[src/rtl/tsel_pkg.sv]
package tsel_pkg;

  function automatic int slot_width(input int p);
    return (p > 1) ? $clog2(p) : 1;
  endfunction

  // registers between mux output and tap j
  function automatic int tap_depth(input int j, input int p);
    return j * p - 1;
  endfunction

endpackage

[src/rtl/tsel_slot_counter.sv]
module tsel_slot_counter #(
  parameter int P      = 4,
  parameter int SLOT_W = 2
) (
  input  logic              clk_i,
  input  logic              rst_ni,
  output logic [SLOT_W-1:0] slot_o,
  output logic              first_o
);

  localparam logic [SLOT_W-1:0] LastSlot = SLOT_W'(P - 1);

  logic [SLOT_W-1:0] slot_q;

  always_ff @(posedge clk_i or negedge rst_ni) begin
    if (!rst_ni)               slot_q <= '0;
    else if (slot_q == LastSlot) slot_q <= '0;
    else                       slot_q <= slot_q + 1'b1;
  end

  assign slot_o  = slot_q;
  assign first_o = (slot_q == '0);

endmodule

[src/rtl/tsel_loop_mux.sv]
module tsel_loop_mux #(
  parameter int W = 16
) (
  input  logic         load_i,
  input  logic [W-1:0] new_i,
  input  logic [W-1:0] back_i,
  output logic [W-1:0] d_o
);

  always_comb begin
    if (load_i) d_o = new_i;
    else        d_o = back_i;
  end

endmodule

[src/rtl/tsel_shift_chain.sv]
module tsel_shift_chain #(
  parameter int W = 16,
  parameter int L = 11
) (
  input  logic           clk_i,
  input  logic           rst_ni,
  input  logic [W-1:0]   d_i,
  output logic [L*W-1:0] chain_o
);

  logic [W-1:0] stage_q [L];

  for (genvar k = 0; k < L; k++) begin : g_stage
    if (k == 0) begin : g_head
      always_ff @(posedge clk_i or negedge rst_ni) begin
        if (!rst_ni) stage_q[k] <= '0;
        else         stage_q[k] <= d_i;
      end
    end else begin : g_body
      always_ff @(posedge clk_i or negedge rst_ni) begin
        if (!rst_ni) stage_q[k] <= '0;
        else         stage_q[k] <= stage_q[k-1];
      end
    end
    assign chain_o[k*W +: W] = stage_q[k];
  end

endmodule

[src/rtl/recirc_tap_selector.sv]
module recirc_tap_selector
  import tsel_pkg::*;
#(
  parameter int W = 16,
  parameter int P = 4,
  parameter int M = 3,
  localparam int SLOT_W = slot_width(P)
) (
  input  logic              clk_i,
  input  logic              rst_ni,
  input  logic [W-1:0]      x_i,
  output logic [SLOT_W-1:0] slot_o,
  output logic [M*W-1:0]    tap_o,
  output logic [W-1:0]      loop_o
);

  localparam int L = P * M - 1;

  logic              load_new;
  logic [W-1:0]      ring_d;
  logic [L*W-1:0]    chain_q;
  logic [W-1:0]      chain_head;

  tsel_slot_counter #(.P(P), .SLOT_W(SLOT_W)) u_slot (
    .clk_i   (clk_i),
    .rst_ni  (rst_ni),
    .slot_o  (slot_o),
    .first_o (load_new)
  );

  tsel_loop_mux #(.W(W)) u_mux (
    .load_i (load_new),
    .new_i  (x_i),
    .back_i (loop_o),
    .d_o    (ring_d)
  );

  tsel_shift_chain #(.W(W), .L(L)) u_chain (
    .clk_i   (clk_i),
    .rst_ni  (rst_ni),
    .d_i     (ring_d),
    .chain_o (chain_q)
  );

  assign chain_head = chain_q[W-1:0];
  assign loop_o     = chain_q[(L-1)*W +: W];

  for (genvar j = 1; j <= M; j++) begin : g_tap
    localparam int Depth = tap_depth(j, P);
    assign tap_o[(j-1)*W +: W] = chain_q[(Depth-1)*W +: W];
  end

endmodule

[config.mk]
export PLATFORM = sky130hd
export DESIGN_NAME = recirc_tap_selector
export DESIGN_NICKNAME = d
export VERILOG_FILES = /design/src/rtl/tsel_pkg.sv /design/src/rtl/tsel_slot_counter.sv /design/src/rtl/tsel_loop_mux.sv /design/src/rtl/tsel_shift_chain.sv /design/src/rtl/recirc_tap_selector.sv
export SDC_FILE = /design/constraint.sdc
export NUM_CORES = 1
export LEC_CHECK = 0
export BUFFER_PORTS_ARGS = -buffer_cell sky130_fd_sc_hd__buf_2
export CORE_ASPECT_RATIO = 0.5
export CORE_MARGIN = 1.5
export CORE_UTILIZATION = 38
export DETAILED_ROUTE_END_ITERATION = 7
export PLACE_DENSITY = 0.67
export SETUP_SLACK_MARGIN = 0.2
export SYNTH_ARGS = -nofsm -noshare
export SYNTH_HDL_FRONTEND = slang
export SYNTH_SLANG_ARGS = --single-unit
export TNS_END_PERCENT = 20
[constraint.sdc]
create_clock -name clk_i -period 2.7 [get_ports clk_i]
set_input_delay 0.54 -clock clk_i [delete_from_list [all_inputs] [get_ports clk_i]]
set_output_delay 0.54 -clock clk_i [all_outputs]
set_load 0.01 [all_outputs]
# Word-level counts from Yosys, hierarchy flattened
# Cells that the tools add are included.
# totals
regBits	178
out_inout_bits	66
wordCells	17
# op_classes
add_sub_neg	1
n_eq_ne	1
mux	2
n_reduce_logical	1
# ops
cell	count
2-to-1 mux 16 bit	1
adder 2 x 1 -> 2 bit (second input constant)	1
equality test 2 bit (second input constant)	1
logical NOT 2 bit	1
2-to-1 mux 2 bit	1

# Longest topological paths before layout
# Gate-level depths: netlist of run 1.
# depth
word_depth	2
ltp_mapped	5
mapped_depth_nobuf	3

# Cells and area by module
# From an unflattened synthesis of run 1, not the netlist that was laid out.
# unflattened
hier_cells	217
hier_area_um2	4859.7
# by_module_without_submodules
module	n_inst	cells_per_inst	area_each_um2
tsel_shift_chain	1	176	4404.2
tsel_loop_mux	1	18	249.0
recirc_tap_selector	1	16	120.1
tsel_slot_counter	1	7	86.3

# Least setup slack after synthesis of run 1
# No wires, ideal clock.
# synth_timing
path_type	register -> register
from	register u_slot.slot_q[0] (netlist: u_slot.slot_o[0])
to	register u_chain.stage_q, in the netlist u_chain.chain_o[10]
setup_ns	0.125
arrival_ns	1.211
slack_ns	1.364
path_stages_with_launch	6
path_cell_list	dfrtp_1 -> inv_1 -> ha_1 -> buf_6 -> buf_12 -> mux2_4
# synth_between
elab_chain_cells	2
# synth_lines
item	line_no	source
start, declared	tsel_slot_counter.sv:13	logic [SLOT_W-1:0] slot_q;
start signal, assigned	tsel_slot_counter.sv:18	else slot_q <= slot_q + 1'b1;
logical NOT 2 bit	tsel_slot_counter.sv:22	assign first_o = (slot_q == '0);
2-to-1 mux 16 bit	tsel_loop_mux.sv:11	if (load_i) d_o = new_i;
net ring_d[10]	recirc_tap_selector.sv:20	logic [W-1:0] ring_d;
end signal, assigned by index	tsel_shift_chain.sv:17	else stage_q[k] <= d_i;
end, declared	tsel_shift_chain.sv:11	logic [W-1:0] stage_q [L];
# The timed path passes the listed nets, and every way through them passes these cells.

# Worst setup path in the final report of run 1
# layout_timing
from	register u_chain.stage_q, in the netlist u_chain.chain_o[163]
to	output tap_o[35]
# layout_rtl
item	line_no	source
start signal, assigned by index	tsel_shift_chain.sv:22	else stage_q[k] <= stage_q[k-1];
end, declared	recirc_tap_selector.sv:13	output logic [M*W-1:0] tap_o,
# No word-level cell between the ends.

==> run summary, run 1 <==
Setup slack on the worst reg-to-reg path comes out at 1.27 ns. Via count of the first global-routing pass: 2037. After filler insertion, the fill cell instance count of the layout stands at 1160.

The setup path with the least slack is of type flop to output port. The logs give 5.28 mW for the post-layout total power and 0 for the number of cells upsized or downsized after cts. The core region is 13500 um2. In the post-route analysis, the smallest setup slack over all paths is 1.18 ns. Summing every instance area after synthesis gives 5220 um2.

In this run the number of H-tree levels came out at 4. Measured along the x axis, the die boundary spans 169 um. TritonCTS built the clock tree.

The total inserted antenna cells was 0; the layout overhead on the synthesized area was 14.2%. The library cell used most frequently in the layout, excluding fill and tap cells, is dfrtp_1. Post-layout minimum cycle time: 1.52 ns. The run gives 5960 um2 as the final instance area.

The starting utilization of the core area came out at 38.7%. The internal power of the cells totals 4.14 mW. The share of Yosys cell area claimed by the top area cell type was 85.3%. Global routing used 10.8% of the available tracks. Leaving out fill and tap cells, the most frequent cells in the layout are 178 x dfrtp_1, 82 x buf_2, 17 x clkbuf_16. The run gives 0 as the total grt overflow. Count of non-filler cells in the finished layout: 495.

In this run the clock root is driven by a clkbuf_16. For this block, the initial DRC count from the detailed router was 95. Entering global routing, the biggest net connects 62 pins. The number of antenna-violating nets in the routed design is 0, and the routed via count divided by cell count is 3.92. Summed over all nets, the half-perimeter wirelength after detailed placement is 4370 um. For the combinational power share, the log shows 3.0%. The number of hold violations in the final report is 0, and the detailed-route wire length per cell is 14.5 um. Setup violations remaining at the end of the flow were counted as 0. VDD sags by at most 0.392 mV. Of all cell types, the one taking the most synthesized area is dfrtp_1. The floorplan step defined a die boundary enclosing 14500 um2. The worst setup path is launched from a flop. The run finished with clean final reports. Setup total negative slack on the finished layout was measured at 0 ns.

The synthesized design contains 178 register bits. STA classifies the critical path endpoint as an output port. The share of total power dissipated in the clock network is 43.0%. Setup repair after global routing left no endpoint under its margin.

The buffers plus inverters on the worst setup path is 1. The tree built by TritonCTS fans out to 178 sinks. Kind of path behind the tightest hold check: primary input to async pin.

The number of distinct library cells after synthesis was 9; the final routed DRC violation total was 0. Cells with a size suffix above 1 make up 42.6% of the layout. On the final layout, the worst hold slack is 0.0925 ns.

For this run, the top clock speed supported by timing is 657 MHz. The kind of cell with the highest combined delay along the critical path is flip-flops. The max-slew violation total from the final report is 0.

No sink is reached through more buffers than the 2 on the longest clock path. Input and output buffers added on the ports amount to 83. At the end of routability-driven placement, the weighted congestion stood at 0.673.

The slew at the pin closest to its max-slew limit works out to 0.546 ns. The maximum net fanout on the critical path is 3, and the delay contributed by the slowest stage of the critical path is 0.42 ns. By area the synthesized netlist is led by dfrtp_1 85%, buf_4 9.2%, mux2_4 2.9%, mux2_2 1.3%, ha_1 0.48%.

For the number of placed I/O pins, the log shows 84. The fraction of power spent switching nets is 21.7%, and the worst endpoint data arrival time is 0.98 ns. The detailed router placed 1938 vias in this run.

Summing the sequential cell areas from Yosys gives 85.3% of the chip area. Static power due to leakage: 2.81 nW. Number of antenna violations at the first check in global routing: 0. Before CTS, the worst setup slack after placement is 1.27 ns. Number of buffers inserted by hold repair at cts: 0. The logs give 54.0% for the portion of total power attributed to sequential cells and 4 for the number of detailed-route iterations in the first pass. Critical path data required time: 2.16 ns. For the final database, setup skew stands at 0.00695 ns. The clock reaches the later pin of the worst-skew pair after 0.40 ns. The cell count after synthesis is 265, and the utilization after layout is 44.2%. The critical path goes through buf_2. The first global-routing pass estimated 11400 um of wire. The mean instance size in the synthesized netlist is 19.7 um2, and the clock-pin slew reported for the worst setup and hold paths after clock tree synthesis is 0.06 ns.

Buffers inserted during clock tree synthesis total 17. After detailed placement, the design holds a cell count of 463. Measured along the y axis, the die boundary spans 85.9 um. The setup fix buffers added after clock tree synthesis is 0, and the number of max-capacitance violations reported is 0.

The critical register-to-register path endpoint was u_chain.chain_o[13]$_DFF_PN0_. The final clock period utilization by the worst path is 56.4%, and the Yosys warning count is 0. The run gives 1.15 mW as the switching power. Measured against its own limit, the worst slew margin works out to 63.6%. Once placement finished, the instance area stood at 5400 um2. The logs give 326 for the number of nets at the end of the flow and 30 for the placement row count. The worst register-to-register path begins at u_slot.slot_o[0]$_DFF_PN0_. The ratio of total power to cell area was 886 nW/um2; the net count of the mapped netlist was 285. On the critical path, the stage with the largest delay is an instance of dfrtp_1.

The worst register-to-register path has a depth of 4. The tools report the total wire length after detailed routing as 7180 um.
[worst register-to-register path: stages, from the launching register on]
cell	delay [ns]
dfrtp_1	0.41
inv_1	0.07
ha_1	0.14
buf_4	0.31
mux2_2	0.39
[sequential cells by signal (all words and copies together) (netlist names)]
name	cells
u_slot.slot_o	2
u_chain.chain_o	176
[logic make-up (layout without fill, tap and decap cells)]
family        count (synthesis)  count (layout)  share of synthesized area, %
simple gates                  1               1                        0.0718
fa+ha+maj                     2               2                         0.479
buf+inv                      68             122                          9.95
mux                          16              16                          4.17
flops                       178             178                          85.3
[cell usage after synthesis]
cell type  instances
buf_12             1
buf_4             64
buf_6              1
dfrtp_1          178
ha_1               2
inv_1              2
mux2_2             6
mux2_4            10
nor2_1             1
[power groups by stage]
stage               Combinational [mW]  Clock, mW  Sequential (mW)
floorplan                        0.111          0             2.88
global placement                 0.161          0             2.90
detailed placement               0.165          0             2.90
CTS                              0.166       2.33             2.86
global route                     0.179       2.44             2.87
finish                           0.159       2.27             2.85
[worst max-delay path by stage]
stage / from / to / slack [ns] / cells past startpoint
2_1_floorplan: u_slot.slot_o[0]$_DFF_PN0_ / u_chain.chain_o[10]$_DFF_PN0_ / 1.36 / 5
3_3_place_gp: u_slot.slot_o[0]$_DFF_PN0_ / u_chain.chain_o[12]$_DFF_PN0_ / 1.32 / 4
3_5_place_dp: u_slot.slot_o[0]$_DFF_PN0_ / u_chain.chain_o[13]$_DFF_PN0_ / 1.27 / 4
4_1_cts: u_chain.chain_o[163]$_DFF_PN0_ / loop_o[3] / 1.15 / 1
5_1_grt: u_chain.chain_o[166]$_DFF_PN0_ / loop_o[6] / 1.13 / 1
6_report: u_chain.chain_o[163]$_DFF_PN0_ / tap_o[35] / 1.18 / 1
[routing by layer]
metal  wire [um]  track usage (%)  vias to the layer above
li1            -                -                      848
met1        3500             15.1                     1055
met2        3350             15.2                       26
met4         102             6.09                        0
met3         224             3.14                        9
met5           0                0                        -
[area by class of cell]
type	instances	area (um2)	share of cell area, %
inverter	2	7.51	0.126
clock inverter	15	135	2.27
clock buffer	17	425	7.14
multi-input combinational	19	246	4.14
tap	176	220	3.69
timing repair buffer	88	472	7.91
sequential	178	4450	74.7
Power figures use the tool's default switching activity.
==> inputs of run 2 (changes only) <==
--- a/config.mk
+++ b/config.mk
@@ -10,7 +10,7 @@
 export CORE_MARGIN = 1.5
 export CORE_UTILIZATION = 38
 export DETAILED_ROUTE_END_ITERATION = 7
-export PLACE_DENSITY = 0.67
+export PLACE_DENSITY = 0.7
 export SETUP_SLACK_MARGIN = 0.2
 export SYNTH_ARGS = -nofsm -noshare
 export SYNTH_HDL_FRONTEND = slang
==> constraint.sdc (replaced) <==
create_clock -name clk_i -period 1.3 [get_ports clk_i]
set_input_delay 0.26 -clock clk_i [delete_from_list [all_inputs] [get_ports clk_i]]
set_output_delay 0.26 -clock clk_i [all_outputs]
set_load 0.01 [all_outputs]
==> run 2 against run 1 <==
Critical endpoint is now slot_o[1]. Setup slack lost 1.2 ns. Flip-flop and latch count unchanged. Die area unchanged. Sequential power grew 110%. Largest cell class unchanged. First-iteration DRC count up 20%. Combinational power up 130%. Critical path type unchanged. Hold slack worse by 0.011 ns.
==> run summary, run 2 (synthesis gave the netlist of run 1 again) <==
The run finished with clean final reports. Leading cell type in the layout, fill and taps excluded: dfrtp_1. The placement row count was 30. In this run the power density over the cells is 1840 nW/um2. The run gives 0 as the number of max-capacitance violations reported. The maximum net fanout on the critical path was 2.

The routed via count divided by cell count works out to 3.87. The pin count of the biggest net entering global routing was 66. After the first detailed-routing iteration, the DRC count stood at 114.

Critical path's slowest cell: dfrtp_1. Setup violations remaining at the end of the flow were counted as 0. Cells fill 46.2% of the core in the end.

The tools report the highest ir drop seen on vdd as 1.00 mV. The overall die width came out at 169 um. By instance count, the cell type seen most on the critical path is buf_6.

The top cell types in the final layout, fill and taps aside, are 178 x dfrtp_1, 74 x buf_2, 17 x clkbuf_16. The slew at the pin closest to its max-slew limit is 0.321 ns, and the final routed DRC violation total is 0. The tools report the static power due to leakage as 2.93 nW. The combinational power share came out at 3.2%. Port buffering added 83 buffers.

The number of hold violations in the final report is 0, and the maximum clock insertion buffer count is 2. Fraction of final layout cells sized beyond drive strength 1: 44.5%. TritonCTS built the clock tree. The number of placed I/O pins is 84. The later pin in the worst-skew pair is clocked with a latency of 0.40 ns. The run gives 0 as the number of antenna violations at the first check in global routing. The logs give 7400 um for the total wire length after detailed routing and 3 for the number of detailed-route iterations in the first pass. In the final routed layout, each cell accounts on average for 14.6 um. The post-layout minimum cycle time is 1.28 ns, and the final sum of negative setup slack is 0 ns. The switching power was 2.48 mW. Broken down by cell family, the worst path's largest delay share belongs to flip-flops. The number of nets at the end of the flow is 337.

On the final layout, the worst clock skew is 0.00813 ns. The tools report the routed via count as 1960. The maximum level of the CTS H-tree is 4. The worst pin sits at a relative slew slack of 78.6%. The clock network is responsible for 45.1% of the overall power. The category of the worst setup path launch point was a flop. The largest single stage delay on the critical path is 0.39 ns.

Counting every sink on the clock net gives 178. The tools report the total routing usage reported by global routing as 10.9%. The critical path data required time came out at 1.04 ns. Static timing analysis puts the maximum clock frequency at 779 MHz.

STA classifies the critical path endpoint as an output port. The fraction of power spent switching nets was 21.6%; the HPWL after detailed placement was 4580 um. The portion of total power attributed to sequential cells was 51.7%; the worst endpoint data arrival time was 1.02 ns.

The cell total after placement came out at 466. Critical path start-end classification: flop to output port. Setup repair after global routing could not meet its margin everywhere. The floorplan step defined a die boundary enclosing 14500 um2. The critical path goes through buf_6 > buf_6. The internal power of the cells totals 8.98 mW.

The first global-routing pass estimated 11400 um of wire. The flip-flop count of the largest register, all copies and words added works out to 176. Once layout is complete, the cells apart from fillers number 506. Clock-pin slew was measured on the worst setup and hold paths at 0.07 ns. The total overflow left after global routing is 0.

The max-slew violation total from the final report was 0; the height of the die was 85.9 um. The path class of the tightest hold or removal check is primary input to flop. From synthesis to final layout, the design area changed by 19.2%. The number of buffers created by CTS was 17. Clock tree synthesis selected as its root buffer the cell clkbuf_16. The starting utilization of the core area is 38.7%, and the final clock period utilization by the worst path is 98.8%.

Once detail routing completed, the nets flagged for antenna violations numbered 0. The area inside the core boundary was 13500 um2. At the end of routability-driven placement, the weighted congestion stood at 0.729. The via count of the first global-routing pass was 1990; the total inserted antenna cells was 0. Buffers plus inverters on the worst setup path: 2.
run 2: cell count changes in the layout (fill, tap and decap cells not counted), sizes merged:
cell | previous run | this run
buf | 88 | 98
bufinv | 1 | 2
clkbuf | 17 | 19
clkinv | 6 | 1
clkinvlp | 5 | 2
dlygate4sd3 | 0 | 1
inv | 5 | 10
run 2: path summary, 6_finish.rpt:
kind                                          startpoint  depth (start not counted)                             end  slack [ns]
max reg2reg                   u_slot.slot_o[1]$_DFF_PN0_                          4   u_chain.chain_o[12]$_DFF_PN0_        0.04
max                           u_slot.slot_o[1]$_DFF_PN0_                          2                       slot_o[1]        0.02
min                                               x_i[5]                          2    u_chain.chain_o[5]$_DFF_PN0_        0.08
max in group asynchronous                         rst_ni                          3   u_chain.chain_o[79]$_DFF_PN0_        0.41
min reg2reg                u_chain.chain_o[51]$_DFF_PN0_                          0   u_chain.chain_o[67]$_DFF_PN0_        0.34
min in group asynchronous                         rst_ni                          2  u_chain.chain_o[133]$_DFF_PN0_        0.29
run 2: worst reg2reg max path: cells and delay by family, from the launching register on:
| family | cells | cell delay, ns |
|---|---|---|
| adders and majority gates | 1 | 0.17 |
| buffers and inverters | 2 | 0.24 |
| DFF | 1 | 0.39 |
| muxes | 1 | 0.34 |
run 2: final cells by class:
type	count	area (um2)
Multi-Input combinational cell	19	259
Clock inverter	13	161
Tap cell	176	220
Inverter	2	7.51
Sequential cell	178	4450
Timing Repair Buffer	99	664
Fill cell	1116	7260
Clock buffer	19	453
run 2: routing by layer:
| layer | GRT usage, % | up-vias | part of all wire [%] |
|---|---|---|---|
| li1 | - | 871 | - |
| met1 | 15.6 | 1063 | 49 |
| met2 | 15.7 | 22 | 48 |
| met3 | 3.09 | 4 | 2.2 |
| met4 | 4.38 | 0 | 0.73 |
| met5 | 0 | - | 0 |
run 2: per-stage QoR:
| stage | hold slack [ns] | instance area [um2] | total power [mW] | setup slack [ns] |
|---|---|---|---|---|
| after floorplan | -0.0356 | 5220 | 6.21 | -0.0131 |
| after global placement | 0.130 | 5480 | 6.37 | 0.0618 |
| after detailed placement | 0.127 | 5480 | 6.39 | 0.0223 |
| after CTS | 0.0644 | 6180 | 11.6 | -0.00793 |
| after global routing | 0.0577 | 6220 | 11.9 | -0.0300 |
| final | 0.0812 | 6220 | 11.5 | 0.0158 |
run 2: power by group through the flow:
stage | sequential [mW] | combinational (mW) | clock (mW)
after floorplan | 5.98 | 0.231 | 0
after global placement | 6.02 | 0.346 | 0
after detailed placement | 6.03 | 0.352 | 0
after CTS | 5.93 | 0.371 | 5.30
after global routing | 5.96 | 0.409 | 5.55
final | 5.93 | 0.369 | 5.16
run 2: what timing repair did:
item,CTS,global route
hold endpoints to repair,58,0
hold buffers,1,0
buffers inserted,4,3
resized for setup,8,3
endpoints found under the setup margin,82,82
==> inputs of run 3 (changes only) <==
--- a/config.mk
+++ b/config.mk
@@ -5,12 +5,12 @@
 export SDC_FILE = /design/constraint.sdc
 export NUM_CORES = 1
 export LEC_CHECK = 0
-export BUFFER_PORTS_ARGS = -buffer_cell sky130_fd_sc_hd__buf_2
 export CORE_ASPECT_RATIO = 0.5
 export CORE_MARGIN = 1.5
 export CORE_UTILIZATION = 38
 export DETAILED_ROUTE_END_ITERATION = 7
-export PLACE_DENSITY = 0.7
+export DONT_BUFFER_PORTS = 1
+export PLACE_DENSITY = 0.64
 export SETUP_SLACK_MARGIN = 0.2
 export SYNTH_ARGS = -nofsm -noshare
 export SYNTH_HDL_FRONTEND = slang
==> run 3 against run 2 <==
Flip-flop and latch count unchanged. Highest routed layer unchanged. Non-clock buffer count down 79. Register-to-register slack better by 0.05 ns. Clock-buffer cell count increased by 1. Routed wire length down 7.3%. Design area decreased by 6.8%. Clock skew barely moved. Final cell count decreased by 16%. Hold slack lost 0.53 ns. The run now ends with negative hold slack left. Critical path depth shrank 1.
==> run summary, run 3 (synthesis gave the netlist of run 1 again) <==
Reg-to-reg critical path startpoint: u_slot.slot_o[0]$_DFF_PN0_. The tools report the maximum clock insertion buffer count as 2. At the pin with the least slew margin, the transition time is 0.291 ns. The buffers plus inverters on the worst setup path is 1, and the max-slew violation total from the final report is 0. The tools report the number of hold violations in the final report as 178. For this run, the slowest stage of the critical path takes 0.40 ns.

CTS built an H-tree with a depth of 4. The worst hold-check slack is -0.447 ns. Layout overhead on the synthesized area: 11.1%.

In the final design database the tool counted 258 nets. Across the VDD grid, the largest voltage drop is 0.941 mV. The clock period could shrink to 1.21 ns.

The HPWL after detailed placement is 3820 um. STA puts the critical path data arrival time at 0.95 ns. The register with the most flip-flops in the layout has 176 of them. The floorplan step defined a die boundary enclosing 14500 um2. The overall die width was 169 um; the worst-case headroom to the max-slew limit was 80.6%. The fraction of power spent switching nets came out at 19.6%. For this run, the top clock speed supported by timing is 827 MHz. Maximum net fanout on the critical path: 3. The clock sink count came out at 178. The min-delay analysis places its worst path in the category primary input to async pin. The tools report the internal power consumption as 9.01 mW. The worst setup path is launched from a flop. The tools report the total routing usage reported by global routing as 10.6%. The register cell area after layout was 4460 um2. Counting cells, the worst reg-to-reg path comes to 4. Summed over all nets, the switching power comes to 2.20 mW.

For the post-layout total power, the log shows 11.2 mW. The run gives 1.04 ns as the critical path data required time. The gate family responsible for the most delay along the worst path is flip-flops. TritonCTS built the clock tree. Library cell used as clock root buffer: clkbuf_16. By startpoint and endpoint, the worst setup path is classified as flop to output port. Total grt overflow: 0. Cells fill 43.0% of the core in the end. The logs give 0.41 ns for the clock latency reported for the late side of the worst-skew pair and 45.8% for the clock share of power.

The top cell types in the final layout, fill and taps aside, are 177 x dfrtp_1, 17 x clkbuf_16, 16 x mux2_4, 16 x dlygate4sd3_1, 5 x clkinvlp_4. The first global-routing pass estimated 11100 um of wire. The leading cell type in the layout, fill and taps excluded is dfrtp_1.

Pin placement for this block handled 84 I/O pins. Clock tree synthesis inserted a total of 17 buffers. For the number of detailed-route iterations in the first pass, the log shows 4. The final reports fail on negative hold slack. Entering global routing, the biggest net connects 179 pins. For this run, design rule violations remaining after detail routing come to 0.

The run finished, with violations left. The final clock period utilization by the worst path was 93.0%. The initial utilization of the core area, before any placement, comes to 38.7%.

Setup repair after global routing could not meet its margin everywhere. In the final routed layout, each cell accounts on average for 16.1 um. The routed via count was 1720. After detailed routing, the number of vias per cell comes to 4.04.

The logs give 282 um2 for the footprint of the multi-input gates and 53.5% for the portion of total power attributed to sequential cells. The run gives 0 as the total inserted antenna cells. In this run, the combinational gates consume 0.7% of the power. The number of antenna-violating nets in the routed design was 0. The critical path's slowest cell was dfrtp_1. The run gives 0.09 ns as the worst reg-to-reg setup slack. The clock-pin slew reported for the worst setup and hold paths after clock tree synthesis works out to 0.06 ns. Max-cap violations in this run came to 0. Routability-driven placement finished with a final weighted congestion of 0.675. The area inside the core boundary was 13500 um2; the fraction of final layout cells sized beyond drive strength 1 was 21.6%.

The total wire length after detailed routing was 6850 um; the height of the die was 85.9 um. The final clock skew was 0.00767 ns; the number of fillers in the final layout was 1117. The worst setup path is captured at an output port.

For this block, the initial DRC count from the detailed router was 102. The total setup violations reported at the end of the flow was 0. Traced cell by cell, the critical path runs through buf_6. The tools report the number of antenna violations at the first check in global routing as 0. Buffers placed on the I/O ports in this run total 0. The endpoint identified for the worst register-to-register timing path is u_chain.chain_o[9]$_DFF_PN0_. The setup fix buffers added after clock tree synthesis is 0, and the ratio of total power to cell area is 1930 nW/um2.

The tools report the via count of the first global-routing pass as 1872. Static power due to leakage: 2.58 nW. The floorplan has 30 rows.
[run 3: cell count changes in the layout (fill, tap and decap cells not counted), moves of 3 or more]
cell,change
buf_4,-8
inv_6,-3
clkinvlp_4,+3
buf_2,-74
mux2_4,+6
inv_8,-3
dlygate4sd3_1,+15
mux2_2,-6
buf_6,-9
buf_12,-3
[run 3: layout make-up]
| class | count | area share (%) |
|---|---|---|
| clock inverter | 11 | 2.65 |
| timing repair buffer | 20 | 3.84 |
| clock buffer | 20 | 7.88 |
| tap | 176 | 3.80 |
| multi-input combinational | 19 | 4.86 |
| sequential | 178 | 76.8 |
| inverter | 2 | 0.129 |
[run 3: through the flow]
stage	instance area, um2	setup WS (ns)	std cells	hold slack (ns)	setup TNS [ns]
final	5800	0.0912	426	-0.447	0
after global routing	5800	0.0426	426	-0.479	0
after CTS	5780	0.0634	425	-0.476	0
after detailed placement	4990	0.0337	379	-0.0338	0
after global placement	4990	0.0610	379	-0.0326	0
after floorplan	5220	-0.0131	265	-0.0356	-0.131
[run 3: worst register-to-register path, delay by kind of cell (launching register included)]
kind | cells | cell delay (ns)
buf+inv | 2 | 0.22
mux | 1 | 0.31
flops | 1 | 0.40
fa+ha+maj | 1 | 0.16
[run 3: power by group through the flow]
stage | sequential (mW) | clock (mW) | combinational (mW)
after floorplan | 5.98 | 0 | 0.231
after global placement | 6.09 | 0 | 0.0315
after detailed placement | 6.10 | 0 | 0.0334
after CTS | 6.01 | 5.31 | 0.0754
after global routing | 6.03 | 5.53 | 0.0852
final | 6.00 | 5.14 | 0.0798
[run 3: how the worst max path moves through the flow]
stage                     cells past startpoint                  startpoint  slack (ns)                             to
after floorplan                               5  u_slot.slot_o[0]$_DFF_PN0_       -0.01  u_chain.chain_o[10]$_DFF_PN0_
after global placement                        4  u_slot.slot_o[1]$_DFF_PN0_        0.06  u_chain.chain_o[13]$_DFF_PN0_
after detailed placement                      4  u_slot.slot_o[1]$_DFF_PN0_        0.03   u_chain.chain_o[0]$_DFF_PN0_
after CTS                                     1  u_slot.slot_o[0]$_DFF_PN0_        0.06                      slot_o[0]
after global routing                          1  u_slot.slot_o[0]$_DFF_PN0_        0.04                      slot_o[0]
final                                         1  u_slot.slot_o[0]$_DFF_PN0_        0.09                      slot_o[0]
[run 3: what timing repair did]
action / 4_1_cts / 5_1_grt
hold endpoints to repair: 193 / 179
resized for setup: 9 / 3
pin swaps: 0 / 1
hold buffers: 15 / 1
setup endpoints to repair: 81 / 82
cloned: 0 / 0
[run 3: per-layer routing]
metal,GRT usage [%],up-vias,share of wire (%)
li1,-,712,-
met4,5.84,0,1.6
met2,14.0,34,44
met3,4.43,11,5.6
met1,14.7,963,49
met5,0,-,0
